File: config.mk
export PLATFORM = sky130hd
export DESIGN_NAME = adc_capture_derand
export DESIGN_NICKNAME = d
export VERILOG_FILES = /design/src/rtl/adc_cap_pkg.sv /design/src/rtl/adc_derand.sv /design/src/rtl/adc_cap_stage.sv /design/src/rtl/adc_merge_stage.sv /design/src/rtl/adc_ovf_sticky.sv /design/src/rtl/adc_capture_derand.sv
export SDC_FILE = /design/constraint.sdc
export NUM_CORES = 1
export LEC_CHECK = 0
export BUFFER_PORTS_ARGS = -buffer_cell sky130_fd_sc_hd__buf_2
export CAP_MARGIN = 20
export CORE_MARGIN = 2
export CORE_UTILIZATION = 28
export CTS_CLUSTER_SIZE = 40
export DETAILED_ROUTE_END_ITERATION = 10
export MAX_ROUTING_LAYER = met4
export PLACE_DENSITY_LB_ADDON = 0.15
export SLEW_MARGIN = 20
export SYNTH_ARGS = -nofsm -noshare
export SYNTH_HDL_FRONTEND = slang
export SYNTH_HIERARCHICAL = 1
export SYNTH_SLANG_ARGS = --single-unit
export TNS_END_PERCENT = 5
File: constraint.sdc
create_clock -name clk -period 4.4 [get_ports clk]
set_input_delay 0.22 -clock clk [delete_from_list [all_inputs] [get_ports clk]]
set_output_delay 0.22 -clock clk [all_outputs]
set_load 0.1 [all_outputs]
File: src/rtl/adc_cap_pkg.sv
`timescale 1ns/1ps
package adc_cap_pkg;
  // Width of one converter sample
  parameter int SAMPLE_W = 14;
  // Number of parallel input buses
  parameter int NUM_BUSES = 2;

  typedef enum logic {
    MODE_FULL  = 1'b0,
    MODE_DEMUX = 1'b1
  } mode_e;
endpackage

File: src/rtl/adc_derand.sv
`timescale 1ns/1ps
// Reverses the LSB-keyed XOR scrambling of one bus word.
module adc_derand #(
  parameter int W = 14
) (
  input  logic         rand_en,
  input  logic [W-1:0] din,
  output logic [W-1:0] dout
);
  logic key;

  always_comb key = rand_en & din[0];

  assign dout[0] = din[0];

  for (genvar i = 1; i < W; i++) begin : g_bit
    assign dout[i] = din[i] ^ key;
  end
endmodule

File: src/rtl/adc_cap_stage.sv
`timescale 1ns/1ps
// Capture register stage: mode tracking, strobe acceptance, pair capture.
module adc_cap_stage
  import adc_cap_pkg::*;
#(
  parameter int W = 14
) (
  input  logic         clk,
  input  logic         rst_n,
  input  logic         cap_en,
  input  logic         demux_mode,
  input  logic [W-1:0] a_d,
  input  logic         a_o,
  input  logic [W-1:0] b_d,
  input  logic         b_o,
  input  logic         b_pend_i,
  output logic         s1_valid,
  output logic         s1_pair,
  output logic [W-1:0] s1_a_d,
  output logic         s1_a_o,
  output logic [W-1:0] s1_b_d,
  output logic         s1_b_o,
  output logic         mode_chg
);
  mode_e mode_q, mode_d;
  logic  accept;
  logic  pair_busy;
  logic  pipe_busy;
  logic  s1_valid_d;
  logic  s1_pair_d;

  // next-state
  always_comb begin
    mode_chg   = (mode_e'(demux_mode) != mode_q);
    pair_busy  = s1_valid & s1_pair;
    pipe_busy  = s1_valid | b_pend_i;
    accept     = cap_en & ~mode_chg & ~pair_busy;
    mode_d     = pipe_busy ? mode_q : mode_e'(demux_mode);
    s1_valid_d = accept;
    s1_pair_d  = accept ? (mode_q == MODE_DEMUX) : s1_pair;
  end

  // control registers
  always_ff @(posedge clk or negedge rst_n) begin
    if (!rst_n) begin
      mode_q   <= MODE_FULL;
      s1_valid <= 1'b0;
      s1_pair  <= 1'b0;
    end else begin
      mode_q   <= mode_d;
      s1_valid <= s1_valid_d;
      s1_pair  <= s1_pair_d;
    end
  end

  // data registers, loaded only on an accepted capture
  always_ff @(posedge clk) begin
    if (accept) begin
      s1_a_d <= a_d;
      s1_a_o <= a_o;
      s1_b_d <= b_d;
      s1_b_o <= b_o;
    end
  end


  mode_idle_chk: assert property (@(posedge clk) disable iff (!rst_n)
    !$stable(mode_q) |-> $past(!s1_valid && !b_pend_i));
endmodule

File: src/rtl/adc_merge_stage.sv
`timescale 1ns/1ps
// Output stage: emits bus A, holds bus B for the following cycle.
module adc_merge_stage #(
  parameter int W = 14
) (
  input  logic         clk,
  input  logic         rst_n,
  input  logic         s1_valid,
  input  logic         s1_pair,
  input  logic [W-1:0] s1_a_d,
  input  logic         s1_a_o,
  input  logic [W-1:0] s1_b_d,
  input  logic         s1_b_o,
  input  logic         mode_chg,
  output logic         b_pend,
  output logic         out_valid,
  output logic [W-1:0] out_d,
  output logic         out_o
);
  logic [W-1:0] hold_d;
  logic         hold_o;
  logic         emit_a, emit_b, load_hold;
  logic         pend_d, valid_d;
  logic [W-1:0] sel_d;
  logic         sel_o;

  // next-state
  always_comb begin
    emit_a    = s1_valid;
    emit_b    = ~s1_valid & b_pend & ~mode_chg;
    load_hold = s1_valid & s1_pair & ~mode_chg;
    pend_d    = load_hold;
    valid_d   = emit_a | emit_b;
    sel_d     = emit_a ? s1_a_d : hold_d;
    sel_o     = emit_a ? s1_a_o : hold_o;
  end

  always_ff @(posedge clk or negedge rst_n) begin
    if (!rst_n) begin
      b_pend    <= 1'b0;
      out_valid <= 1'b0;
    end else begin
      b_pend    <= pend_d;
      out_valid <= valid_d;
    end
  end

  always_ff @(posedge clk) begin
    if (load_hold) begin
      hold_d <= s1_b_d;
      hold_o <= s1_b_o;
    end
  end

  always_ff @(posedge clk) begin
    if (valid_d) begin
      out_d <= sel_d;
      out_o <= sel_o;
    end
  end


  pair_emit_chk: assert property (@(posedge clk) disable iff (!rst_n)
    (b_pend && !mode_chg) |=> out_valid);

  slot_excl_chk: assert property (@(posedge clk) disable iff (!rst_n)
    $onehot0({s1_valid, b_pend}));
endmodule

File: src/rtl/adc_ovf_sticky.sv
`timescale 1ns/1ps
// Sticky out-of-range status.
module adc_ovf_sticky (
  input  logic clk,
  input  logic rst_n,
  input  logic out_valid,
  input  logic out_ovf,
  input  logic ovf_clear,
  output logic ovf_sticky
);
  logic hit;
  logic sticky_d;

  always_comb begin
    hit      = out_valid & out_ovf;
    sticky_d = (ovf_sticky & ~ovf_clear) | hit;
  end

  always_ff @(posedge clk or negedge rst_n) begin
    if (!rst_n) ovf_sticky <= 1'b0;
    else        ovf_sticky <= sticky_d;
  end


  sticky_set_chk: assert property (@(posedge clk) disable iff (!rst_n)
    (out_valid && out_ovf) |=> ovf_sticky);

  sticky_clr_chk: assert property (@(posedge clk) disable iff (!rst_n)
    (ovf_clear && !(out_valid && out_ovf)) |=> !ovf_sticky);

  sticky_rise_chk: assert property (@(posedge clk) disable iff (!rst_n)
    $rose(ovf_sticky) |-> $past(out_valid && out_ovf));
endmodule

File: src/rtl/adc_capture_derand.sv
`timescale 1ns/1ps
module adc_capture_derand #(
  parameter int DATA_W = adc_cap_pkg::SAMPLE_W
) (
  input  logic              clk,
  input  logic              rst_n,
  input  logic              cap_en,
  input  logic              demux_mode,
  input  logic              rand_en,
  input  logic [DATA_W-1:0] a_data,
  input  logic              a_ovf,
  input  logic [DATA_W-1:0] b_data,
  input  logic              b_ovf,
  input  logic              ovf_clear,
  output logic              out_valid,
  output logic [DATA_W-1:0] out_sample,
  output logic              out_ovf,
  output logic              ovf_sticky
);
  localparam int LANES = adc_cap_pkg::NUM_BUSES;

  logic [LANES-1:0][DATA_W-1:0] lane_raw, lane_dec;
  logic              s1_valid, s1_pair, s1_a_o, s1_b_o, mode_chg, b_pend;
  logic [DATA_W-1:0] s1_a_d, s1_b_d;

  always_comb begin
    lane_raw[0] = a_data;
    lane_raw[1] = b_data;
  end

  for (genvar l = 0; l < LANES; l++) begin : g_lane
    adc_derand #(.W(DATA_W)) u_derand (
      .rand_en (rand_en),
      .din     (lane_raw[l]),
      .dout    (lane_dec[l])
    );
  end

  adc_cap_stage #(.W(DATA_W)) u_cap (
    .clk        (clk),
    .rst_n      (rst_n),
    .cap_en     (cap_en),
    .demux_mode (demux_mode),
    .a_d        (lane_dec[0]),
    .a_o        (a_ovf),
    .b_d        (lane_dec[1]),
    .b_o        (b_ovf),
    .b_pend_i   (b_pend),
    .s1_valid   (s1_valid),
    .s1_pair    (s1_pair),
    .s1_a_d     (s1_a_d),
    .s1_a_o     (s1_a_o),
    .s1_b_d     (s1_b_d),
    .s1_b_o     (s1_b_o),
    .mode_chg   (mode_chg)
  );

  adc_merge_stage #(.W(DATA_W)) u_merge (
    .clk       (clk),
    .rst_n     (rst_n),
    .s1_valid  (s1_valid),
    .s1_pair   (s1_pair),
    .s1_a_d    (s1_a_d),
    .s1_a_o    (s1_a_o),
    .s1_b_d    (s1_b_d),
    .s1_b_o    (s1_b_o),
    .mode_chg  (mode_chg),
    .b_pend    (b_pend),
    .out_valid (out_valid),
    .out_d     (out_sample),
    .out_o     (out_ovf)
  );

  adc_ovf_sticky u_sticky (
    .clk        (clk),
    .rst_n      (rst_n),
    .out_valid  (out_valid),
    .out_ovf    (out_ovf),
    .ovf_clear  (ovf_clear),
    .ovf_sticky (ovf_sticky)
  );


  latency_chk: assert property (@(posedge clk) disable iff (!rst_n)
    s1_valid |=> out_valid);

  demux_gap_chk: assert property (@(posedge clk) disable iff (!rst_n)
    (s1_valid && s1_pair) |=> !s1_valid);
endmodule

Word level (Yosys, flattened, before mapping)
Cells that the tools add are included.
- equality and inequality tests: 1
- multiplexer cells: 2
- bitwise logic cells: 43
- operators by type and width (cell ; count):
    $xor A1 B1 Y1 ; 26
    $mux W14 ; 1
    $and A1 B1 Y1 ; 10
    $not A1 Y1 ; 4
    $or A1 B1 Y1 ; 3
    $mux W1 ; 1
    $ne A1 B1 Y1 ; 1
- flip-flop bits (word level): 66
- bits of input ports: 36
- output and inout bits: 17
- logic and storage cells: 60

Logic depth before layout (Yosys ltp)
- depth after elaboration: 4
- mapped depth: 3
- gate-level depth less buffers: 3

Cells and area by module
The synthesis kept the hierarchy.
- modules (own cells, without submodules) (module ; times used ; cells each ; area an instance (um2) ; sequential area each (um2)):
    adc_merge_stage ; 1 ; 52 ; 1201.2 ; 950.9
    adc_cap_stage ; 1 ; 43 ; 1043.5 ; 975.9
    adc_derand ; 2 ; 16 ; 142.6 ; 0.0
    adc_ovf_sticky ; 1 ; 4 ; 41.3 ; 25.0

Worst setup path before layout
Ideal clock, no wire load.
- kind: register -> register
- from: register u_cap.mode_q
- to: register u_cap.s1_a_d[0] (enable)
- library setup time: 0.416 ns
- arrival time: 1.910 ns
- required time: 3.984 ns
- slack: 2.074 ns
- cell stages (with the launch flop): 3
- path buffers: 0
- period minus slack after synthesis: 2.326 ns
- cells stage by stage: dfrtp_1 > xor2_1 > a211oi_2
- cells in the longest elaborated chain, start to end: 4
- RTL lines (item ; RTL line ; source):
    start, declared ; adc_cap_stage.sv:25 ; mode_e mode_q, mode_d;
    start signal, assigned ; adc_cap_stage.sv:50 ; mode_q <= mode_d;
    $ne A1 B1 Y1 ; adc_cap_stage.sv:34 ; mode_chg = (mode_e'(demux_mode) != mode_q);
    net mode_chg ; adc_capture_derand.sv:23 ; logic s1_valid, s1_pair, s1_a_o, s1_b_o, mode_chg, b_pend;
    $not A1 Y1 ; adc_cap_stage.sv:37 ; accept = cap_en & ~mode_chg & ~pair_busy;
    $and A1 B1 Y1 (2 in a row) ; adc_cap_stage.sv:37 ;
    net u_cap.accept ; adc_cap_stage.sv:26 ; logic accept;
    end signal, assigned ; adc_cap_stage.sv:59 ; s1_a_d <= a_d;
    end, declared ; adc_cap_stage.sv:19 ; output logic [W-1:0] s1_a_d,
The timed path passes the listed nets, and every way through them passes these cells.
A chain may end at the register's enable or synchronous reset.

Final worst setup path
- from: register u_cap.s1_valid
- to: register u_merge.hold_d[4] (enable)
- cells in the longest elaborated chain, start to end: 2
- RTL lines (item ; RTL line ; source):
    start, declared ; adc_cap_stage.sv:17 ; output logic s1_valid,
    start signal, assigned ; adc_cap_stage.sv:51 ; s1_valid <= s1_valid_d;
    $and A1 B1 Y1 (2 in a row) ; adc_merge_stage.sv:31 ; load_hold = s1_valid & s1_pair & ~mode_chg;
    net u_merge.load_hold ; adc_merge_stage.sv:22 ; logic emit_a, emit_b, load_hold;
    end signal, assigned ; adc_merge_stage.sv:50 ; hold_d <= s1_b_d;
    end, declared ; adc_merge_stage.sv:20 ; logic [W-1:0] hold_d;
The timed path passes the listed nets, and every way through them passes these cells.

==> impl_metrics.json <==
{
  "outcome": "completed",
  "synth_edf_count": 60,
  "numCtsBuffers": 9,
  "initial_utilization_pct": 29.20,
  "pwr_density_cell_nw_per_um2": 560.9,
  "synth_cell_type_count": 22,
  "tritoncts": "yes",
  "synth_warnings": 6,
  "ys_seq_area_share_pct": 75.91,
  "synth_area_um2": 2571,
  "ant_nets": 0,
  "synthAdderAreaFrac_pct": 0,
  "clock_path_buffers": 2,
  "crit_fanout": 20,
  "finalMaxSlewViolations": 0,
  "rsz0062_at_grt": "no",
  "core_area_um2": 8806,
  "synth.net_count": 167,
  "grt_max_degree": 32,
  "drive_above_1_share_pct": 44.33,
  "place_area_um2": 2905,
  "path_cells": "and3_2",
  "synthArstFlopShare_pct": 9.091,
  "synth_top_area_share_pct": 70.07,
  "leakage_nw": 1.138,
  "row_count": 34,
  "fin_total_pwr_mw": 1.720,
  "cp-end-kind": "flop",
  "critPathLaunchType": "flop",
  "final_core_util_pct": 34.81,
  "grtUsageTotal_pct": 9.394,
  "hpwl_mm": 2.977,
  "yosysTopAreaCell": "edfxtp_1",
  "period_share_pct": 42.71,
  "die_w_um": 99.83,
  "synth_area_leaders": "edfxtp_1 70%, xnor2_1 8.9%, dfrtp_1 5.8%, mux2_4 4.7%, mux2_2 3.1%",
  "num_io_pins": 53,
  "gp_congestion": 0.6700,
  "place_ws_ns": 2.489,
  "crit_family": "flip-flops",
  "cts.repair.resized": 0,
  "cp_slowest_cell": "dfrtp_1",
  "crit_buf_inv": 0,
  "clk_pin_slew_ns": 0.06,
  "dieArea_um2": 9965,
  "synth_top_family_by_area": "XOR/XNOR gates",
  "synth_compound_area_share_pct": 1.460,
  "drc": 0,
  "slew_headroom_pct": 38.92,
  "tightest_slew_ns": 0.9162,
  "worstSkewPairLatency_ns": 0.32,
  "routed_wl_mm": 4.098,
  "netlist_instances": 131,
  "clock_sinks": 66,
  "vdd_drop_max_mv": 0.1642,
  "setup_slack_ns": 2.521,
  "finalSetupTns_ns": 0,
  "critical_path_required_ns": 4.38,
  "drt_pass1_iterations": 4,
  "root_buffer": "clkbuf_8",
  "die_height_um": 99.83,
  "drtIter0Drc": 24,
  "diodes": 0,
  "regArea_um2": 1952,
  "synth_seq_cells": 66,
  "multiInputGateArea_um2": 535.5,
  "grt_pass1_wl_mm": 6.555,
  "cpPeakStageDelay_ns": 0.95,
  "htree_levels": 3,
  "vias": 1166,
  "finalHoldViolations": 0,
  "antenna_found_initial": 0,
  "grt_pass1_vias": 1269,
  "drv_cap": 0,
  "synthFlopType": "edfxtp_1",
  "cp.arrival_ns": 1.86,
  "fin_worst_skew_ns": 0.005820,
  "synth_common_cells": "60 x edfxtp_1, 26 x xnor2_1, 8 x mux2_4",
  "fill_cells": 842,
  "via_per_inst": 3.861,
  "wire_per_inst_um": 13.57,
  "final_cell_area_um2": 3065,
  "synth-xor-area-share_pct": 9.197,
  "synthToLayoutAreaGrowth_pct": 19.22,
  "finalSetupViolCount": 0,
  "syn_area_per_cell_um2": 19.63,
  "portBuffers": 52,
  "min_path_type": "in2reg",
  "critPathKind": "reg2reg",
  "yosysMostFrequentCell": "edfxtp_1",
  "grt_overflow_total": 0,
  "max_freq_ghz": 0.5322,
  "min_period_ns": 1.879,
  "synth-simple-area-share_pct": 1.703,
  "fin_nets": 226,
  "yosys-mux-area-fraction_pct": 8.175
}
## sequential cells by signal, summed over array words and instances, names as in the netlist, 14 cells and up
name and count:
u_merge/hold_d 14, u_cap/s1_b_d 14, u_merge/out_d 14, u_cap/s1_a_d 14
## metal layers
layer	GRT usage [%]	up-vias	routed length (µm)
met4	6.006	0	76
li1	-	590	-
met5	-	-	0
met3	2.786	5	253
met2	13.67	37	1971
met1	11.42	534	1797
## final cells by class
cell class | instances | share of cell area, %
clock buffer | 10 | 4.163
clock inverter | 5 | 0.7347
inverter | 4 | 0.4898
multi-input combinational | 55 | 17.47
sequential | 66 | 63.67
tap | 108 | 4.408
timing repair buffer | 54 | 9.061
## through the flow
stage / hold WS (ns) / std cells
floorplan: -0.07559 / 131
global placement: 0.04908 / 286
detailed placement: 0.05459 / 286
CTS: 0.03348 / 302
global route: 0.04439 / 302
finish: 0.05457 / 302
## cell families after synthesis
group / count (synthesis)
xor+xnor: 27
simple gates: 8
flops: 66
mux: 16
compound gates: 4
buf+inv: 10
## report_power, final
part	internal, mW	switching [mW]
Sequential	0.822	0.0498
Combinational	0.107	0.348
Clock	0.194	0.199
## layout by cell type, fill, tap and decap left out, types with 2 or more instances in the layout
cell type  instances
dfrtp_1            6
mux2_2             7
mux2_4             8
clkbuf_8           9
edfxtp_1          60
xnor2_1           26
nand2_2            2
buf_2             52
nand2_1            2
clkinv_2           3
inv_1              4
clkinv_1           2
## worst paths after layout
path | depth (start not counted) | slack [ns] | to | from
worst max-delay path | 1 | 2.52 | u_merge/hold_d[4]$_DFFE_PP_ | u_cap/s1_valid$_DFF_PN0_
worst min-delay path | 2 | 0.05 | u_sticky/ovf_sticky$_DFF_PN0_ | ovf_clear
worst max register to register | 1 | 2.52 | u_merge/hold_d[4]$_DFFE_PP_ | u_cap/s1_valid$_DFF_PN0_
worst min register to register | 0 | 0.42 | u_merge/hold_d[10]$_DFFE_PP_ | u_cap/s1_b_d[10]$_DFFE_PP_
max in group asynchronous | 2 | 4.00 | u_cap/s1_pair$_DFFE_PN0P_ | rst_n
min in group asynchronous | 2 | 0.25 | u_merge/out_valid$_DFF_PN0_ | rst_n
## repair_timing
item                      CTS  global route
hold buffers                1             0
setup buffers               0             0
hold endpoints to repair    6             0
Power figures use the tool's default switching activity.
